<file path="config.mk">
export PLATFORM = sky130hd
export DESIGN_NAME = swap_lock_unit
export DESIGN_NICKNAME = d
export VERILOG_FILES = /design/src/rtl/swap_pkg.sv /design/src/rtl/swap_fsm.sv /design/src/rtl/swap_datapath.sv /design/src/rtl/swap_lock_unit.sv
export SDC_FILE = /design/constraint.sdc
export NUM_CORES = 1
export LEC_CHECK = 0
export BUFFER_PORTS_ARGS = -buffer_cell sky130_fd_sc_hd__buf_2
export CORE_AREA = 2 2 100 102
export DETAILED_ROUTE_END_ITERATION = 7
export DIE_AREA = 0 0 102 104
export PLACE_DENSITY = 0.84
export SYNTH_ARGS = -nofsm -noshare
export SYNTH_HDL_FRONTEND = slang
export SYNTH_HIERARCHICAL = 1
export SYNTH_SLANG_ARGS = --single-unit
</file>
<file path="constraint.sdc">
create_clock -name clk -period 3.88 [get_ports clk]
set_clock_uncertainty 0.1 [all_clocks]
set_input_delay 0.582 -clock clk [delete_from_list [all_inputs] [get_ports clk]]
set_output_delay 0.582 -clock clk [all_outputs]
set_load 0.05 [all_outputs]
</file>
<file path="src/rtl/swap_pkg.sv">
package swap_pkg;

    typedef enum logic [1:0] {
        SW_IDLE  = 2'd0,
        SW_READ  = 2'd1,
        SW_WRITE = 2'd2,
        SW_DONE  = 2'd3
    } swap_state_t;

    localparam logic SIZE_WORD = 1'b0;
    localparam logic SIZE_BYTE = 1'b1;

endpackage

</file>
<file path="src/rtl/swap_fsm.sv">
module swap_fsm
    import swap_pkg::*;
(
    input  logic        clk,
    input  logic        rst_n,
    input  logic        start,
    input  logic        ready,
    output swap_state_t state,
    output logic        accept,
    output logic        read_ack,
    output logic        rd_en,
    output logic        wr_en,
    output logic        lock,
    output logic        inhibit,
    output logic        done,
    output logic        busy
);

    swap_state_t state_q;
    swap_state_t state_d;

    // state register
    always_ff @(posedge clk) begin
        if (!rst_n) begin
            state_q <= SW_IDLE;
        end else begin
            state_q <= state_d;
        end
    end

    // transitions: accept, read_ack, write_ack, retire
    always_comb begin
        state_d = state_q;
        unique case (state_q)
            SW_IDLE:  if (start) state_d = SW_READ;
            SW_READ:  if (ready) state_d = SW_WRITE;
            SW_WRITE: if (ready) state_d = SW_DONE;
            SW_DONE:  state_d = SW_IDLE;
            default:  state_d = SW_IDLE;
        endcase
    end

    // outputs
    always_comb begin
        accept   = 1'b0;
        read_ack = 1'b0;
        rd_en    = 1'b0;
        wr_en    = 1'b0;
        lock     = 1'b0;
        inhibit  = 1'b0;
        done     = 1'b0;
        busy     = 1'b1;
        unique case (state_q)
            SW_IDLE: begin
                busy   = 1'b0;
                accept = start;
            end
            SW_READ: begin
                rd_en    = 1'b1;
                lock     = 1'b1;
                inhibit  = 1'b1;
                read_ack = ready;
            end
            SW_WRITE: begin
                wr_en   = 1'b1;
                lock    = 1'b1;
                inhibit = 1'b1;
            end
            SW_DONE: begin
                done = 1'b1;
            end
            default: busy = 1'b0;
        endcase
    end

    assign state = state_q;

endmodule

</file>
<file path="src/rtl/swap_datapath.sv">
module swap_datapath #(
    parameter int ADDR_W = 32,
    parameter int DATA_W = 32,
    parameter int LANE_W = 8
) (
    input  logic              clk,
    input  logic              rst_n,
    input  logic              accept,
    input  logic              read_ack,
    input  logic [ADDR_W-1:0] in_addr,
    input  logic [DATA_W-1:0] in_src,
    input  logic              in_byte,
    input  logic [DATA_W-1:0] rd_data,
    output logic [ADDR_W-1:0] out_addr,
    output logic [DATA_W-1:0] out_wdata,
    output logic              out_byte,
    output logic [DATA_W-1:0] result
);

    localparam int UPPER_W = DATA_W - LANE_W;

    logic [ADDR_W-1:0] addr_q;
    logic [DATA_W-1:0] src_q;
    logic              byte_q;
    logic [DATA_W-1:0] result_q;
    logic [DATA_W-1:0] rd_shaped;
    logic [DATA_W-1:0] wr_shaped;

    // operand capture at the accepted start
    always_ff @(posedge clk) begin
        if (!rst_n) begin
            addr_q <= '0;
            src_q  <= '0;
            byte_q <= 1'b0;
        end else if (accept) begin
            addr_q <= in_addr;
            src_q  <= in_src;
            byte_q <= in_byte;
        end
    end

    // lane shaping: byte form keeps the low lane, zero above
    generate
        if (UPPER_W > 0) begin : g_lanes
            assign rd_shaped = byte_q ? {{UPPER_W{1'b0}}, rd_data[LANE_W-1:0]} : rd_data;
            assign wr_shaped = byte_q ? {{UPPER_W{1'b0}}, src_q[LANE_W-1:0]}   : src_q;
        end else begin : g_single
            assign rd_shaped = rd_data;
            assign wr_shaped = src_q;
        end
    endgenerate

    // result register, loaded when the read is accepted
    always_ff @(posedge clk) begin
        if (!rst_n) begin
            result_q <= '0;
        end else if (read_ack) begin
            result_q <= rd_shaped;
        end
    end

    assign out_addr  = addr_q;
    assign out_wdata = wr_shaped;
    assign out_byte  = byte_q;
    assign result    = result_q;

endmodule

</file>
<file path="src/rtl/swap_lock_unit.sv">
module swap_lock_unit
    import swap_pkg::*;
#(
    parameter int ADDR_W = 32,
    parameter int DATA_W = 32
) (
    input  logic              clk,
    input  logic              rst_n,
    input  logic              cmd_start,
    input  logic [ADDR_W-1:0] cmd_addr,
    input  logic [DATA_W-1:0] cmd_wdata,
    input  logic              cmd_byte,
    output logic [DATA_W-1:0] rsp_rdata,
    output logic              rsp_done,
    output logic              busy,
    output logic [ADDR_W-1:0] bus_addr,
    output logic              bus_rd,
    output logic              bus_wr,
    output logic              bus_size,
    output logic [DATA_W-1:0] bus_wdata,
    input  logic [DATA_W-1:0] bus_rdata,
    input  logic              bus_ready,
    output logic              bus_lock,
    output logic              irq_inhibit
);

    localparam int LANE_W = 8;

    swap_state_t state;
    logic        accept;
    logic        read_ack;
    logic        size_q;

    swap_fsm u_fsm (
        .clk      (clk),
        .rst_n    (rst_n),
        .start    (cmd_start),
        .ready    (bus_ready),
        .state    (state),
        .accept   (accept),
        .read_ack (read_ack),
        .rd_en    (bus_rd),
        .wr_en    (bus_wr),
        .lock     (bus_lock),
        .inhibit  (irq_inhibit),
        .done     (rsp_done),
        .busy     (busy)
    );

    swap_datapath #(
        .ADDR_W (ADDR_W),
        .DATA_W (DATA_W),
        .LANE_W (LANE_W)
    ) u_dp (
        .clk       (clk),
        .rst_n     (rst_n),
        .accept    (accept),
        .read_ack  (read_ack),
        .in_addr   (cmd_addr),
        .in_src    (cmd_wdata),
        .in_byte   (cmd_byte),
        .rd_data   (bus_rdata),
        .out_addr  (bus_addr),
        .out_wdata (bus_wdata),
        .out_byte  (size_q),
        .result    (rsp_rdata)
    );

    assign bus_size = size_q;

    // directions exclusive
    assert_rd_wr_excl_R3: assert property (@(posedge clk) disable iff (!rst_n)
        !(bus_rd && bus_wr));

    // read stalls hold the request
    assert_read_hold_R3: assert property (@(posedge clk) disable iff (!rst_n)
        (bus_rd && !bus_ready) |=> (bus_rd && $stable(bus_addr) && $stable(bus_size)));

    // write follows an accepted read at the same address
    assert_read_to_write_R3: assert property (@(posedge clk) disable iff (!rst_n)
        (bus_rd && bus_ready) |=> (bus_wr && bus_addr == $past(bus_addr)));

    // lock and inhibit cover every transfer
    assert_lock_cover_R4: assert property (@(posedge clk) disable iff (!rst_n)
        (bus_rd || bus_wr) |-> (bus_lock && irq_inhibit));

    // after write acceptance, lock released and done raised
    assert_write_release_R5: assert property (@(posedge clk) disable iff (!rst_n)
        (bus_wr && bus_ready) |=> (rsp_done && !bus_lock && !irq_inhibit));

    // done is a single pulse
    assert_done_pulse_R5: assert property (@(posedge clk) disable iff (!rst_n)
        rsp_done |=> !rsp_done);

    // a start during a swap does not disturb the address
    assert_start_ignored_R8: assert property (@(posedge clk) disable iff (!rst_n)
        (busy && !rsp_done) |=> $stable(bus_addr));

    // byte results are zero above the low lane
    assert_byte_zext_R6: assert property (@(posedge clk) disable iff (!rst_n)
        (rsp_done && bus_size == SIZE_BYTE) |-> (rsp_rdata[DATA_W-1:LANE_W] == '0));

endmodule

</file>
==> summary.md, run 1 <==
| Metric | Value |
|---|---|
| Top post-synthesis cells by area | `dfxtp_1, mux2i_1, nor2b_1` |
| Global route total overflow | `0` |
| Vias | `around 3.3k` |
| R2R Path End | `u_dp/out_addr[18]$_SDFFE_PN0P_` |
| Min-delay src | `bus_rdata[23]` |
| I/O pin count | `204` |
| Vias in the first global route | `3273` |
| # fillers | `a little under 900` |
| Hold path cells | `3` |
| CTS clk-pin slew, worst paths | `around 0.09 ns` |
| Min Clock Period, post-route | `2.34 ns` |
| Unrepaired setup endpoints after global routing | `false` |
| Mapped Cells | `398` |
| Root buffer cell | `clkbuf_8` |
| Largest area contributor in the netlist | `dfxtp_1` |
| Flop pwr share | `36.5%` |
| Later-pin clock latency in the skew report | `0.34 ns` |
| PD cells | `about 670 mW/mm2` |
| Cell Area, Synth | `about 0.0042 mm2` |
| Antenna-violating nets left | `0` |
| Die width | `102 um` |
| CP startpoint kind | `flop` |
| Share of layout cells above drive strength 1 | `39.0%` |
| Hold Path Class | `input pin to flop` |
| Inserted Clock Buffers | `9` |
| Synth top area share | `between 40% and 50%` |
| LEAKAGE | `between 0.002 and 0.003 uW` |
| Post-CTS Repair Setup Buffers | `0` |
| Largest net degree at the start of global routing | `50` |
| Max-slew violations | `0` |
| Total Routed Length | `9370 um` |
| Final Hold Vio Count | `0` |
| Post-synth cell types | `20` |
| CTS max path bufs | `2` |
| Fin crit share | `60.4%` |
| Highest clock rate | `approximately 430 MHz` |
| Synthesis-stage register bit count | `99` |
| Sw frac | `44.7%` |
| Critical path endpoint category | `primary output` |
| Post-Syn Nets | `505` |
| Rows | `36` |
| NetSw | `1580 uW` |
| Drt pass-1 iters | `4` |
| IO buf count | `203` |
| Slew headroom | `between 40% and 50%` |
| Worst r2r src | `u_fsm/state[1]$_SDFFE_PN0P_` |
| Via-per-instance ratio | `4.58` |
| Peak VDD IR | `approximately 0.64 mV` |
| Clock Power Share | `17.1%` |
| Final Total Pwr | `3540 uW` |
| Worst-margin pin slew | `0.893 ns` |
| Drt first-iter violations | `72` |
| Area growth syn-to-layout | `26.9%` |
| Setup tns final | `0 ns` |
| Die height | `~100 um` |
| Worst R2R Setup Slack | `roughly 1.7 ns` |
| Leading cell types in the layout, fill and taps excluded | `buf_2, dfxtp_1, nor2b_1, mux2i_1, nand2_1` |
| Hold buffers post-CTS | `0` |
| # DRC | `0` |
| Synth warnings | `6` |
| Clk sinks | `between 90 and 100` |
| H-tree depth | `3` |
| PostCTS Resize Cnt | `0` |
| Core box area | `0.00955 mm2` |
| Starting Density | `43.5%` |
| Int Pwr | `between 1500 and 2000 uW` |
| Max-cap viol count | `0` |
| Layout Nets | `687` |
| Sequential area share after synthesis | `47.7%` |
| Average wire per standard cell | `13.1 um` |
| Combinational Power Share | `46.3%` |
| Status | `completed` |
| First-pass GRT wire length | `14500 um` |
| CTS tree | `done` |
| Worst-case reg-to-reg path depth | `6` |
| Max FO, Critical Path | `27` |
| Most common library cell in the layout ignoring fill and taps | `buf_2` |
| Dpl hpwl | `6790 um` |
| Initial antenna violation count | `0` |
| Die ar. | `0.0106 mm2` |
| Critical path class | `flop to primary output` |
| CP required | `~3.2 ns` |
| GRT Overall Usage | `16.9%` |
| Placer Congestion | `0.736` |
| Number of diodes | `0` |
| Hold endpoint | `u_dp/result[23]$_SDFFE_PN0P_` |
| Worst path arrival time | `approximately 1.7 ns` |
| Syn Area/Cell | `10.4 um2` |
| Final setup fails | `0` |
-- layer usage --
metal	global-route usage [%]	vias to the layer above	wire length (um)	share of wire, %
met5	0	-	0	0
met4	7.43	0	133	1.4
met3	4.84	14	736	7.9
met2	29.6	118	4670	50
met1	18.6	1497	3840	41
li1	-	1656	-	-
-- area by class of cell --
cell class	instances	area [um2]	share of cell area, %
sequential	99	1980	37.6
multi-input combinational	259	1880	35.7
timing repair buffer	208	1050	20.0
tap	133	166	3.15
clock buffer	12	155	2.94
clock inverter	4	25.0	0.474
inverter	3	11.3	0.213
-- worst max-delay path by stage --
stage | startpoint | end | slack (ns)
6_report | u_dp/out_byte$_SDFFE_PN0P_ | bus_wdata[23] | 1.54
5_1_grt | u_dp/out_byte$_SDFFE_PN0P_ | bus_wdata[23] | 1.40
4_1_cts | u_dp/out_byte$_SDFFE_PN0P_ | bus_size | 1.47
3_5_place_dp | u_fsm/state[1]$_SDFFE_PN0P_ | u_dp/out_addr[2]$_SDFFE_PN0P_ | 1.69
3_3_place_gp | cmd_start | u_dp/out_addr[3]$_SDFFE_PN0P_ | 1.76
2_1_floorplan | u_dp/out_byte$_SDFFE_PN0P_ | bus_wdata[10] | 1.69
-- critical path, stage by stage (launching register included) --
cell and delay, ns:
dfxtp_1 0.91, nor2b_1 0.15, buf_2 0.26
-- power groups by stage --
stage	Clock (uW)	Sequential (uW)	Combinational, uW
after floorplan	0	1650	1080
after global placement	0	1310	1610
after detailed placement	0	1310	1650
after CTS	628	1290	1650
after global routing	667	1320	1730
final	605	1290	1640
-- flip-flops by register name, indices dropped and copies added (netlist names) --
register and flops:
u_dp/out_byte 1, u_dp/src_q 32, u_dp/out_addr 32, u_fsm/state 2, u_dp/result 32
-- cells by family (layout without fill, tap and decap cells) --
kind of cell	after synthesis	in the layout	share of synthesized area (%)
adder cells (fa/ha/maj)	6	6	1.81
buffers and inverters	40	227	7.07
flip-flops	99	99	47.7
AND/OR/NAND/NOR	152	152	22.1
AO/OA/AOI/OAI	26	26	3.31
multiplexers	75	75	18.1
-- synth_stat cells --
library cell / n
dfxtp_1: 99
nor2b_1: 97
mux2i_1: 75
nand2_1: 27
nand3b_1: 24
o21ai_1: 24
buf_4: 12
clkbuf_1: 11
buf_2: 8
ha_1: 6
buf_12: 5
inv_1: 2
and2_1: 1
and2_2: 1
buf_6: 1
inv_2: 1
nand2b_2: 1
nor2_2: 1
o21ai_0: 1
o22ai_2: 1
-- metrics by stage --
step / area [um2] / setup WS, ns / instances / utilization [%] / hold slack, ns
3_5_place_dp: 5090 / 1.69 / 702 / 53.4 / 0.359
5_1_grt: 5280 / 1.40 / 718 / 55.2 / 0.339
2_1_floorplan: 4160 / 1.69 / 398 / - / 0.371
4_1_cts: 5280 / 1.47 / 718 / 55.2 / 0.332
6_report: 5280 / 1.54 / 718 / 55.2 / 0.358
3_3_place_gp: 5090 / 1.76 / 702 / 53.4 / 0.356
(Power assumes the default switching activity.)
==> run 2: changes to the inputs <==
--- a/config.mk
+++ b/config.mk
@@ -5,11 +5,12 @@
 export SDC_FILE = /design/constraint.sdc
 export NUM_CORES = 1
 export LEC_CHECK = 0
+export ABC_AREA = 1
 export BUFFER_PORTS_ARGS = -buffer_cell sky130_fd_sc_hd__buf_2
-export CORE_AREA = 2 2 100 102
+export CORE_AREA = 2 2 103 105
 export DETAILED_ROUTE_END_ITERATION = 7
-export DIE_AREA = 0 0 102 104
-export PLACE_DENSITY = 0.84
+export DIE_AREA = 0 0 105 107
+export PLACE_DENSITY = 0.82
 export SYNTH_ARGS = -nofsm -noshare
 export SYNTH_HDL_FRONTEND = slang
 export SYNTH_HIERARCHICAL = 1
==> constraint.sdc (replaced) <==
create_clock -name clk -period 2.1 [get_ports clk]
set_clock_uncertainty 0.1 [all_clocks]
set_input_delay 0.315 -clock clk [delete_from_list [all_inputs] [get_ports clk]]
set_output_delay 0.315 -clock clk [all_outputs]
set_load 0.05 [all_outputs]
==> run 2 against run 1 <==
Setup slack got worse by 1.3 ns. Cell area decreased by 1.9%. Critical path type unchanged. First-iteration DRC count up 140%. Global-route usage is 0.60 points higher. Clock power is 87% higher. Critical endpoint is now irq_inhibit. Via count is 16% higher. Combinational power up 130%. Core utilization decreased by 3.9 points.
==> summary.md, run 2 <==
| Metric | Value |
|---|---|
| Status | `completed` |
| Unrepaired setup endpoints after global routing | `false` |
| Asr flop ratio synth | `0%` |
| CP startpoint kind | `flop` |
| Antenna-violating nets left | `0` |
| Starting Density | `40.3%` |
| Sequential area share after synthesis | `48.8%` |
| Post-Syn Nets | `620` |
| Largest net degree at the start of global routing | `76` |
| CP max-delay cell | `dfxtp_1` |
| Hold Path Class | `input pin to flop` |
| Synthesis-stage register bit count | `99` |
| Final setup fails | `0` |
| Flop pwr share | `34.3%` |
| Post-synth cell types | `19` |
| Syn Area/Cell | `7.92 um2` |
| Synth warnings | `6` |
| Rows | `37` |
| Cell Area, Synth | `between 0.004 and 0.005 mm2` |
| Placer Congestion | `0.768` |
| PostCTS Resize Cnt | `0` |
| Critical path cell sequence | `inv_1 -> ha_1 -> buf_2` |
| Number of diodes | `0` |
| Share of layout cells above drive strength 1 | `~40%` |
| Global route total overflow | `0` |
| Hold slack final | `about 0.085 ns` |
| NetSw | `3750 uW` |
| Total Routed Length | `between 10000 and 15000 um` |
| Root buffer cell | `clkbuf_8` |
| Max FO, Critical Path | `5` |
| Post-CTS Repair Setup Buffers | `0` |
| Synth top area share | `between 40% and 50%` |
| Layout Nets | `around 800` |
| Mapped Cells | `513` |
| Max-slew violations | `0` |
| Setup tns final | `0 ns` |
| Combinational Power Share | `50.4%` |
| Sw frac | `50.6%` |
| PD cells | `between 1000 and 1500 mW/mm2` |
| CP required | `1.68 ns` |
| Core box area | `0.0101 mm2` |
| Later-pin clock latency in the skew report | `~0.34 ns` |
| Die height | `about 110 um` |
| H-tree depth | `3` |
| Highest clock rate | `540 MHz` |
| Inserted Clock Buffers | `9` |
| Drt first-iter violations | `174` |
| # DRC | `0` |
| IO buf count | `203` |
| Vias in the first global route | `3468` |
| Clock Power Share | `around 15%` |
| Most frequent cell after synthesis | `nor2_1` |
| GRT Overall Usage | `17.5%` |
| Die width | `105 um` |
| Placement Setup Slack | `0.358 ns` |
| Ys flop type | `dfxtp_1` |
| Int Pwr | `~3700 uW` |
| EDFF count, synth | `0` |
| Largest area contributor in the netlist | `dfxtp_1` |
| Clk sinks | `99` |
| Hold buffers post-CTS | `0` |
| Vias | `3800` |
| Min Clock Period, post-route | `1.85 ns` |
| CTS clk-pin slew, worst paths | `0.10 ns` |
| Post-route cell area | `0.00518 mm2` |
| CTS max path bufs | `2` |
| Area after DPL | `0.00500 mm2` |
| Final worst slack | `0.248 ns` |
| LEAKAGE | `0.00261 uW` |
| Max-cap viol count | `0` |
| Slew headroom | `50.1%` |
| Worst path arrival time | `1.44 ns` |
| Drt pass-1 iters | `5` |
| Via-per-instance ratio | `between 4 and 5` |
| Area growth syn-to-layout | `27.4%` |
| Average wire per standard cell | `12.1 um` |
| Final Hold Vio Count | `0` |
| CTS tree | `done` |
| Most common library cell in the layout ignoring fill and taps | `buf_2` |
| Leading cell types in the layout, fill and taps excluded | `buf_2, nor2_1, dfxtp_1, o21ai_0, nor2_2` |
| Fin crit share | `88.2%` |
| Top post-synthesis cells by area | `dfxtp_1, nor2_1, o21ai_0` |
| Die ar. | `0.0112 mm2` |
| Peak VDD IR | `1.40 mV` |
| I/O pin count | `204` |
| Worst-margin pin slew | `0.748 ns` |
| First-pass GRT wire length | `16200 um` |
| Initial antenna violation count | `0` |
| Critical path endpoint category | `primary output` |
| Worst path max stage delay | `about 0.40 ns` |
| Final Total Pwr | `7410 uW` |
| Synth cell count leaders | `nor2_1, dfxtp_1, o21ai_0` |
| Critical path class | `flop to primary output` |
| Dpl hpwl | `6960 um` |
[run 2: cell count changes in the layout (fill, tap and decap cells not counted), moves of 22 or more]
cell / delta
nor2_2: +49
nor2b_1: -97
inv_1: +30
nand3b_1: -24
nor2_1: +121
a21oi_1: +26
o21ai_0: +70
nand3_1: +26
mux2i_1: -75
o21ai_1: -22
[run 2: worst max-delay path, delay by kind of cell, from the launching register on]
kind	cells	cell delay, ns
DFF	1	0.40
buffers and inverters	2	0.37
adders and majority gates	1	0.32
[run 2: power by group through the flow]
stage,combinational [uW],clock [uW],sequential (uW)
final,3730,1130,2540
after global routing,4000,1260,2600
after CTS,3760,1180,2540
after detailed placement,3750,0,2580
after global placement,3720,0,2570
after floorplan,2250,0,3460
[run 2: path summary, 6_finish.rpt]
path	from	endpoint	slack, ns	cells past startpoint
max	u_fsm/state[0]$_SDFFE_PN0P_	irq_inhibit	0.25	3
min	bus_rdata[6]	u_dp/result[6]$_SDFFE_PN0P_	0.08	3
max reg2reg	u_fsm/state[0]$_SDFFE_PN0P_	u_dp/src_q[18]$_SDFFE_PN0P_	0.38	7
min reg2reg	u_dp/result[17]$_SDFFE_PN0P_	u_dp/result[17]$_SDFFE_PN0P_	0.36	2
[run 2: layout make-up]
cell class,count,area (um2)
Inverter,36,138
Sequential cell,99,1980
Fill cell,1049,4910
Timing Repair Buffer,211,1100
Clock buffer,12,145
Tap cell,136,170
Multi-Input combinational cell,334,1610
Clock inverter,4,33.8
[run 2: kinds of logic after synthesis]
kind of cell	Yosys count	synth area share, %
AO/OA/AOI/OAI	100	12.4
adder cells (fa/ha/maj)	6	1.85
buffers and inverters	80	11.6
flip-flops	99	48.8
AND/OR/NAND/NOR	228	25.3
[run 2: metal layers]
| metal | up-vias | GRT usage, % | share of wire (%) |
|---|---|---|---|
| li1 | 1951 | - | - |
| met1 | 1700 | 22.5 | 44 |
| met2 | 138 | 29.2 | 48 |
| met3 | 11 | 3.77 | 6.2 |
| met4 | 0 | 5.62 | 1.1 |
| met5 | - | 0 | 0 |
[run 2: per-stage QoR]
stage               utilization, %  instances
floorplan                        -        513
global placement              49.5        816
detailed placement            49.5        816
CTS                           51.3        832
global route                  51.3        832
finish                        51.3        832
